### src/rtl/xcd_pkg.sv
`timescale 1ns/1ps
package xcd_pkg;
  localparam int ADDR_W    = 20;
  localparam int SW_W      = 4;
  localparam int IDX_W     = 4;
  localparam int WIN_AW    = 13;
  localparam int POSITIONS = 1 << SW_W;

  typedef logic [ADDR_W-1:0] addr_t;
  typedef logic [SW_W-1:0]   sw_t;
  typedef logic [IDX_W-1:0]  idx_t;

  // Exchange of bit 0 and bit 3 of the port offset.
  function automatic idx_t swap_idx(input idx_t a);
    return {a[0], a[2], a[1], a[3]};
  endfunction
endpackage

### src/rtl/xcd_sw_latch.sv
`timescale 1ns/1ps
module xcd_sw_latch
  import xcd_pkg::*;
(
  input  logic clk,
  input  logic rst,
  input  sw_t  io_sw_in,
  input  sw_t  mem_sw_in,
  output sw_t  io_sw_q,
  output sw_t  mem_sw_q
);
  always_ff @(posedge clk) begin
    if (rst) begin
      io_sw_q  <= io_sw_in;
      mem_sw_q <= mem_sw_in;
    end
  end

  // once out of reset the captured settings never move
  a_r1_hold_after_release: assert property (@(posedge clk) disable iff (rst)
    ($past(rst) == 1'b0) |-> ($stable(io_sw_q) && $stable(mem_sw_q)));
endmodule

### src/rtl/xcd_io_decode.sv
`timescale 1ns/1ps
module xcd_io_decode
  import xcd_pkg::*;
#(
  parameter int IO_LO_BASE = 'h220,
  parameter int IO_HI_BASE = 'h300,
  parameter int IO_STEP    = 'h10
) (
  input  logic  clk,
  input  logic  rst,
  input  addr_t addr,
  input  logic  io_rd,
  input  logic  io_wr,
  input  sw_t   sw,
  output logic  drv_cs,
  output idx_t  drv_idx
);
  localparam int HALF = POSITIONS / 2;

  logic [POSITIONS-1:0] hit;

  for (genvar i = 0; i < POSITIONS; i++) begin : g_base
    localparam int    BASE_I = (i < HALF) ? IO_LO_BASE + i * IO_STEP
                                          : IO_HI_BASE + (i - HALF) * IO_STEP;
    localparam addr_t BASE_V = BASE_I[ADDR_W-1:0];
    assign hit[i] = (addr[ADDR_W-1:IDX_W] == BASE_V[ADDR_W-1:IDX_W]);
  end

  logic block_hit;
  assign block_hit = hit[sw];
  assign drv_cs    = block_hit & (io_rd | io_wr);
  assign drv_idx   = drv_cs ? swap_idx(addr[IDX_W-1:0]) : '0;

  // memory strobes alone never reach the drive latches
  a_r3_io_strobe_only: assert property (@(posedge clk) disable iff (rst)
    drv_cs |-> (io_rd || io_wr));
  // index is quiet when nothing is selected
  a_r4_idle_index: assert property (@(posedge clk) disable iff (rst)
    !drv_cs |-> (drv_idx == '0));
  // every selectable block lies inside the low 1 KB of port space
  a_r2_port_span: assert property (@(posedge clk) disable iff (rst)
    drv_cs |-> (addr[ADDR_W-1:10] == '0));
endmodule

### src/rtl/xcd_mem_decode.sv
`timescale 1ns/1ps
module xcd_mem_decode
  import xcd_pkg::*;
#(
  parameter int WIN_BASE = 'hC0000,
  parameter int RAM_AW   = 10
) (
  input  logic              clk,
  input  logic              rst,
  input  addr_t             addr,
  input  logic              mem_rd,
  input  logic              mem_wr,
  input  sw_t               sw,
  output logic              rom_cs,
  output logic [WIN_AW-1:0] rom_off,
  output logic              ram_cs,
  output logic [RAM_AW-1:0] ram_off
);
  localparam int    TAG_W    = ADDR_W - WIN_AW;
  localparam addr_t WIN_V    = WIN_BASE[ADDR_W-1:0];
  localparam int    SPAN_END = WIN_BASE + POSITIONS * (1 << WIN_AW);

  logic [TAG_W-1:0] tag_sel;
  logic             in_win;
  logic             ram_zone;

  assign tag_sel  = WIN_V[ADDR_W-1:WIN_AW] + TAG_W'(sw);
  assign in_win   = (addr[ADDR_W-1:WIN_AW] == tag_sel);
  assign ram_zone = &addr[WIN_AW-1:RAM_AW];

  assign rom_cs  = in_win & ~ram_zone & mem_rd;
  assign ram_cs  = in_win &  ram_zone & (mem_rd | mem_wr);
  assign rom_off = rom_cs ? addr[WIN_AW-1:0] : '0;
  assign ram_off = ram_cs ? addr[RAM_AW-1:0] : '0;

  // ROM is never selected for a write-only cycle
  a_r7_rom_read_only: assert property (@(posedge clk) disable iff (rst)
    rom_cs |-> mem_rd);
  // offsets are quiet when deselected
  a_r7_off_idle: assert property (@(posedge clk) disable iff (rst)
    (!rom_cs |-> (rom_off == '0)) and (!ram_cs |-> (ram_off == '0)));
  // RAM never reaches below its top slice of the window
  a_r6_ram_top_zone: assert property (@(posedge clk) disable iff (rst)
    ram_cs |-> (addr[WIN_AW-1:RAM_AW] == '1));
  // memory selects stay inside the selectable span
  a_r8_window_span: assert property (@(posedge clk) disable iff (rst)
    (rom_cs || ram_cs) |-> ((int'(addr) >= WIN_BASE) && (int'(addr) < SPAN_END)));
endmodule

### src/rtl/xcd_top.sv
`timescale 1ns/1ps
module xcd_top
  import xcd_pkg::*;
#(
  parameter int IO_LO_BASE = 'h220,
  parameter int IO_HI_BASE = 'h300,
  parameter int IO_STEP    = 'h10,
  parameter int WIN_BASE   = 'hC0000,
  parameter int RAM_AW     = 10
) (
  input  logic              clk,
  input  logic              rst,
  input  logic [19:0]       bus_addr,
  input  logic              mem_rd,
  input  logic              mem_wr,
  input  logic              io_rd,
  input  logic              io_wr,
  input  logic [3:0]        io_base_sw,
  input  logic [3:0]        mem_win_sw,
  output logic              drv_cs,
  output logic [3:0]        drv_idx,
  output logic              rom_cs,
  output logic [12:0]       rom_off,
  output logic              ram_cs,
  output logic [RAM_AW-1:0] ram_off
);
  sw_t io_sw_q, mem_sw_q;

  xcd_sw_latch u_sw (
    .clk       (clk),
    .rst       (rst),
    .io_sw_in  (io_base_sw),
    .mem_sw_in (mem_win_sw),
    .io_sw_q   (io_sw_q),
    .mem_sw_q  (mem_sw_q)
  );

  xcd_io_decode #(
    .IO_LO_BASE (IO_LO_BASE),
    .IO_HI_BASE (IO_HI_BASE),
    .IO_STEP    (IO_STEP)
  ) u_io (
    .clk     (clk),
    .rst     (rst),
    .addr    (bus_addr),
    .io_rd   (io_rd),
    .io_wr   (io_wr),
    .sw      (io_sw_q),
    .drv_cs  (drv_cs),
    .drv_idx (drv_idx)
  );

  xcd_mem_decode #(
    .WIN_BASE (WIN_BASE),
    .RAM_AW   (RAM_AW)
  ) u_mem (
    .clk     (clk),
    .rst     (rst),
    .addr    (bus_addr),
    .mem_rd  (mem_rd),
    .mem_wr  (mem_wr),
    .sw      (mem_sw_q),
    .rom_cs  (rom_cs),
    .rom_off (rom_off),
    .ram_cs  (ram_cs),
    .ram_off (ram_off)
  );

  // the three targets are mutually exclusive
  a_r9_exclusive: assert property (@(posedge clk) disable iff (rst)
    $onehot0({drv_cs, rom_cs, ram_cs}));
endmodule

### config.mk
export PLATFORM = sky130hd
export DESIGN_NAME = xcd_top
export DESIGN_NICKNAME = d
export VERILOG_FILES = /design/src/rtl/xcd_pkg.sv /design/src/rtl/xcd_sw_latch.sv /design/src/rtl/xcd_io_decode.sv /design/src/rtl/xcd_mem_decode.sv /design/src/rtl/xcd_top.sv
export SDC_FILE = /design/constraint.sdc
export NUM_CORES = 1
export LEC_CHECK = 0
export BUFFER_PORTS_ARGS = -buffer_cell sky130_fd_sc_hd__buf_2
export CELL_PAD_IN_SITES_DETAIL_PLACEMENT = 1
export CELL_PAD_IN_SITES_GLOBAL_PLACEMENT = 1
export CORE_ASPECT_RATIO = 0.75
export CORE_MARGIN = 2
export CORE_UTILIZATION = 23
export DETAILED_ROUTE_END_ITERATION = 6
export GPL_TIMING_DRIVEN = 0
export PLACE_DENSITY = 0.79
export SYNTH_ARGS = -nofsm -noshare
export SYNTH_HDL_FRONTEND = slang
export SYNTH_SLANG_ARGS = --single-unit
export TNS_END_PERCENT = 50
### constraint.sdc
create_clock -name clk -period 2.9 [get_ports clk]
set_input_delay 0.87 -clock clk [delete_from_list [all_inputs] [get_ports clk]]
set_output_delay 0.87 -clock clk [all_outputs]
set_load 0.005 [all_outputs]
Yosys cells after proc, flatten, opt, wreduce, memory -nomap -nowiden
Cells that the tools add are included.
- output and inout bits: 30
- memories kept: 0
- latch bits: 0
- input bits: 34
- register bits: 8
- ROM bits: 0
- bits in writable memories: 0
- mux-type cells: 5
- add/sub/neg operators: 1
- equal/unequal tests: 17
- multiply operators: 0
- shift operators: 0
- magnitude comparators: 1
- divide/modulo/power cells: 0
- reduce and logical (&&, ||, !) cells: 1
- bitwise gates (word level): 8
- operators by type and width (operator ; count):
    $eq A16 B6 Y1 const B ; 16
    $mux W13 ; 1
    $mux W10 ; 1
    $add A6 B5 Y7 const A ; 1
    $eq A7 B7 Y1 ; 1
    $and A1 B1 Y1 ; 5
    $lt A4 B5 Y1 const B ; 1
    $bmux W1 S4 ; 1
    $mux W4 ; 1
    $reduce_and A3 Y1 ; 1
    $or A1 B1 Y1 ; 2
    $mux W1 ; 1
    $not A1 Y1 ; 1

Longest topological paths before layout
- depth in word-level cells: 5
- gate-level depth with buffers: 5
- depth with buffers taken out: 4

Cells and area by module
From an unflattened synthesis, not the netlist that was laid out.
- cell total of the unflattened synthesis: 87
- area, all modules: 755.7 um^2
- modules (own cells, without submodules) (module ; seq. area each (um^2) ; area each (um^2) ; cells each ; instances):
    xcd_mem_decode ; 0.0 ; 369.1 ; 57 ; 1
    xcd_sw_latch ; 240.2 ; 240.2 ; 8 ; 1
    xcd_io_decode ; 0.0 ; 146.4 ; 22 ; 1

Worst setup path after synthesis
Ideal clock, no wire load.
- path kind: in2out
- start point: in bus_addr[12]
- end point: out drv_idx[0]
- setup slack: 31 ps
- path buffers: 0
- stages: 4
- arrival: 1999 ps
- cells stage by stage: or4_4 -> nor4_4 -> o2111ai_2 -> nor3_1
- cells in the longest elaborated chain, start to end: 5
- elaborated cells on any way between the ends: 20
- ends and longest elaborated chain (item ; line ; RTL):
    start, declared ; xcd_top.sv:13 ; input logic [19:0] bus_addr,
    $eq A16 B6 Y1 ; xcd_io_decode.sv:26 ; assign hit[i] = (addr[ADDR_W-1:IDX_W] == BASE_V[ADDR_W-1:IDX_W]);
    $bmux W1 S4 (*) ; xcd_io_decode.sv:30 ; assign block_hit = hit[sw];
    $mux W1 (not written as such) (*) ; xcd_io_decode.sv:30 ;
    $and A1 B1 Y1 (*) ; xcd_io_decode.sv:31 ; assign drv_cs = block_hit & (io_rd | io_wr);
    $mux W4 (*) ; xcd_io_decode.sv:32 ; assign drv_idx = drv_cs ? swap_idx(addr[IDX_W-1:0]) : '0;
    end, declared ; xcd_top.sv:21 ; output logic [3:0] drv_idx,
Every way passes the cells marked *; elsewhere a longest branch is shown, timed or not. The select of a mux whose other input is x is not followed.

Worst setup path after layout
- start point: in bus_addr[12]
- end point: out drv_idx[2]
Same word-level chain as after synthesis.

==> flow_summary.json <==
{
  "status": "finished with violations",
  "violations_in_the_final_reports": "negative setup slack",
  "async_flop_share": 0,
  "final_min_period_over_clock_period": 1.08,
  "synth.top_cells.by_count": "and2_1 (22), edfxtp_1 (8), nand2_1 (7)",
  "cts_hold_repair.buffers": 0,
  "clk_root_buffer_cell": "clkbuf_8",
  "synth.yosys.warnings": 0,
  "tritoncts_num_sinks": 8,
  "design_power_total_uw": 368,
  "wl_per_cell_microns": 15.2,
  "p_leak_nw": 0.652,
  "dieArea_sq_mm": 0.00326,
  "h-tree-depth": 1,
  "synth_top_family_by_area": "simple AND/OR/NAND/NOR gates",
  "slowest_stage": "or4_4",
  "cts_max_path_buffers": 2,
  "worst_hold_path.num_cells": 1,
  "hpwlAfterDp_mm": 2.01,
  "hold_end": "u_sw.io_sw_q[1]",
  "antenna_found_initial": 0,
  "rows": 16,
  "initial_utilization": 0.245,
  "grt_start_max_net_pins": 11,
  "first_pass_grt_wire_length_mm": 3.96,
  "syn_nets": 103,
  "ant_nets": 0,
  "synth_simple_gate_area_frac": 0.459,
  "yosys.area.top_type_share": 0.371,
  "io_pins": 64,
  "worst_path_dominant_cell_family": "simple AND/OR/NAND/NOR gates",
  "muxShareOfSynthArea": 0.0328,
  "initialDrtViolationCount": 11,
  "core_area_sq_mm": 0.00264,
  "postSynthRegisterBits": 8,
  "place.port_buffers": 63,
  "routabilityCongestion": 0.670,
  "yosys.cell_count.top_type": "and2_1",
  "synth_top_cells_by_area": "edfxtp_1 (37%), and2_1 (21%), xnor2_1 (5.4%), nand2_1 (4.1%), nor3_1 (3.9%)",
  "timing.hold.worst.start": "io_base_sw[1]",
  "hold_viol_final": 0,
  "gr-total-overflow": 0,
  "post-route-util": 0.509,
  "drt_pass1_iterations": 2,
  "cts.clk_slew.worst_paths_ns": 0.04,
  "worstPathCellList": "buf_6, or4_4, nor4_4, o2111ai_4, nor3_1, buf_2",
  "first_global_vias": 846,
  "rsz0062_at_grt": "yes",
  "layout_setup_ws_ns": -0.246,
  "synth-edff-count": 8,
  "remaining_drc_errors": 0,
  "path_class": "in2out",
  "die_w_microns": 65.3,
  "synth_fa_ha_area_frac": 0,
  "cts-buffers-inserted": 3,
  "power.ir.vdd_worst_v": 0.000254,
  "synth-seq-area-share": 0.371,
  "fraction_of_the_mapped_netlist_area_in_compound_gates": 0.0386,
  "worstSetupEndpointType": "output pin",
  "timing.critical_path.from_type": "input port",
  "cts_tree": "done",
  "worst-slew-pin-transition_ns": 0.562,
  "setup-violations-final": 15,
  "cp_num_buf_inv": 2,
  "synth_cell_type_count": 23,
  "critical_path_required_ns": 2.03,
  "final.min_clock_period_ns": 3.15,
  "num_antenna_cells": 0,
  "synthesis.area_sq_um": 648,
  "hold_path.class": "in2reg",
  "timing.critical_path.fanout_max": 5,
  "maxSlewViolCount": 0,
  "drive_gt1_frac": 0.723,
  "area_growth_syn_to_layout_pct": 108,
  "synthXorXnorAreaFrac": 0.0811,
  "slew_headroom": 0.620,
  "critical_path_arrival_ns": 2.28,
  "post_synth_inst_count": 69,
  "chipHeight_microns": 50.0,
  "cpPeakStageDelay_ns": 0.54,
  "yosys_most_used_dff": "edfxtp_1",
  "totalWireLength_mm": 2.69,
  "synth_largest_area_cell": "edfxtp_1",
  "vias_per_cell": 4.45,
  "maxClockFrequency_mhz": 318,
  "num-nets-final": 177,
  "track_usage": 0.160,
  "syn_area_per_cell_sq_um": 9.39,
  "p_per_area_mw_per_mm2": 273,
  "maxCapViolCount": 0,
  "route.vias.total": 787
}
==> sequential cells by signal, summed over array words and instances (netlist names) <==
| register | count |
|---|---|
| u_sw.io_sw_q | 4 |
| u_sw.mem_sw_q | 4 |
==> repair_timing <==
action,4_1_cts,5_1_grt
buffers inserted,3,2
setup endpoints to repair,25,29
pin swaps,12,15
cloned,1,0
resized for setup,23,31
==> cell type report <==
| cell class | count | area, sq um |
|---|---|---|
| clock buffers | 3 | 41.3 |
| repair buffers | 69 | 462 |
| fillers | 328 | 1300 |
| flip-flops and latches | 8 | 240 |
| multi-input cells | 58 | 526 |
| well taps | 36 | 45.0 |
| inverters | 1 | 3.75 |
| plain buffers | 2 | 28.8 |
==> metal layers <==
metal / part of all wire / routed length [microns] / global-route usage / up-vias
met3: 0.050 / 133 / 0.0160 / 2
met1: 0.37 / 1010 / 0.167 / 367
met4: 0.0056 / 15 / 0.0521 / 0
met5: 0 / 0 / 0 / -
met2: 0.57 / 1530 / 0.325 / 35
li1: - / - / - / 383
==> through the flow <==
stage / hold slack (ns) / setup WS [ns] / instances / setup TNS [ns] / instance area (sq um)
5_1_grt: 0.812 / -0.329 / 177 / -3.17 / 1350
6_report: 0.820 / -0.246 / 177 / -1.06 / 1350
3_3_place_gp: 1.05 / -0.340 / 168 / -7.40 / 1010
3_5_place_dp: 1.05 / -0.373 / 168 / -7.83 / 1010
4_1_cts: 0.815 / -0.251 / 175 / -1.94 / 1190
2_1_floorplan: 0.969 / 0.0312 / 69 / 0 / 648
==> how the worst max path moves through the flow <==
stage	from	slack (ns)	cells after the start	to
CTS	bus_addr[12]	-0.25	6	drv_idx[0]
finish	bus_addr[12]	-0.25	6	drv_idx[2]
detailed placement	bus_addr[14]	-0.37	7	rom_off[7]
floorplan	bus_addr[12]	0.03	4	drv_idx[0]
global placement	bus_addr[14]	-0.34	7	rom_off[11]
global route	bus_addr[12]	-0.33	6	drv_cs
==> cell families (layout without fill, tap and decap cells) <==
family | Yosys count | after routing
mux | 2 | 2
buf+inv | 3 | 75
compound gates | 3 | 3
xor+xnor | 6 | 6
simple gates | 47 | 47
flops | 8 | 8
==> cell usage in the layout (no fill, tap or decap), drive strengths merged <==
cell     instances
o2111ai          1
inv              1
clkbuf           4
and2            23
mux2             1
a21oi            2
nor3b            1
nor4b            1
or2              1
xor2             2
nand4b           1
nand3            2
nor2             1
nand2b           2
nor4             2
buf             70
xnor2            4
nor3             5
nand2            7
mux2i            1
or4              1
edfxtp           8
==> report_power, final <==
group | internal (mW) | switching, mW
sequential | 0.139 | 0.00707
combinational | 0.0486 | 0.0442
clock | 0.0895 | 0.0398
Note: power is estimated with default switching activity, not from simulation.
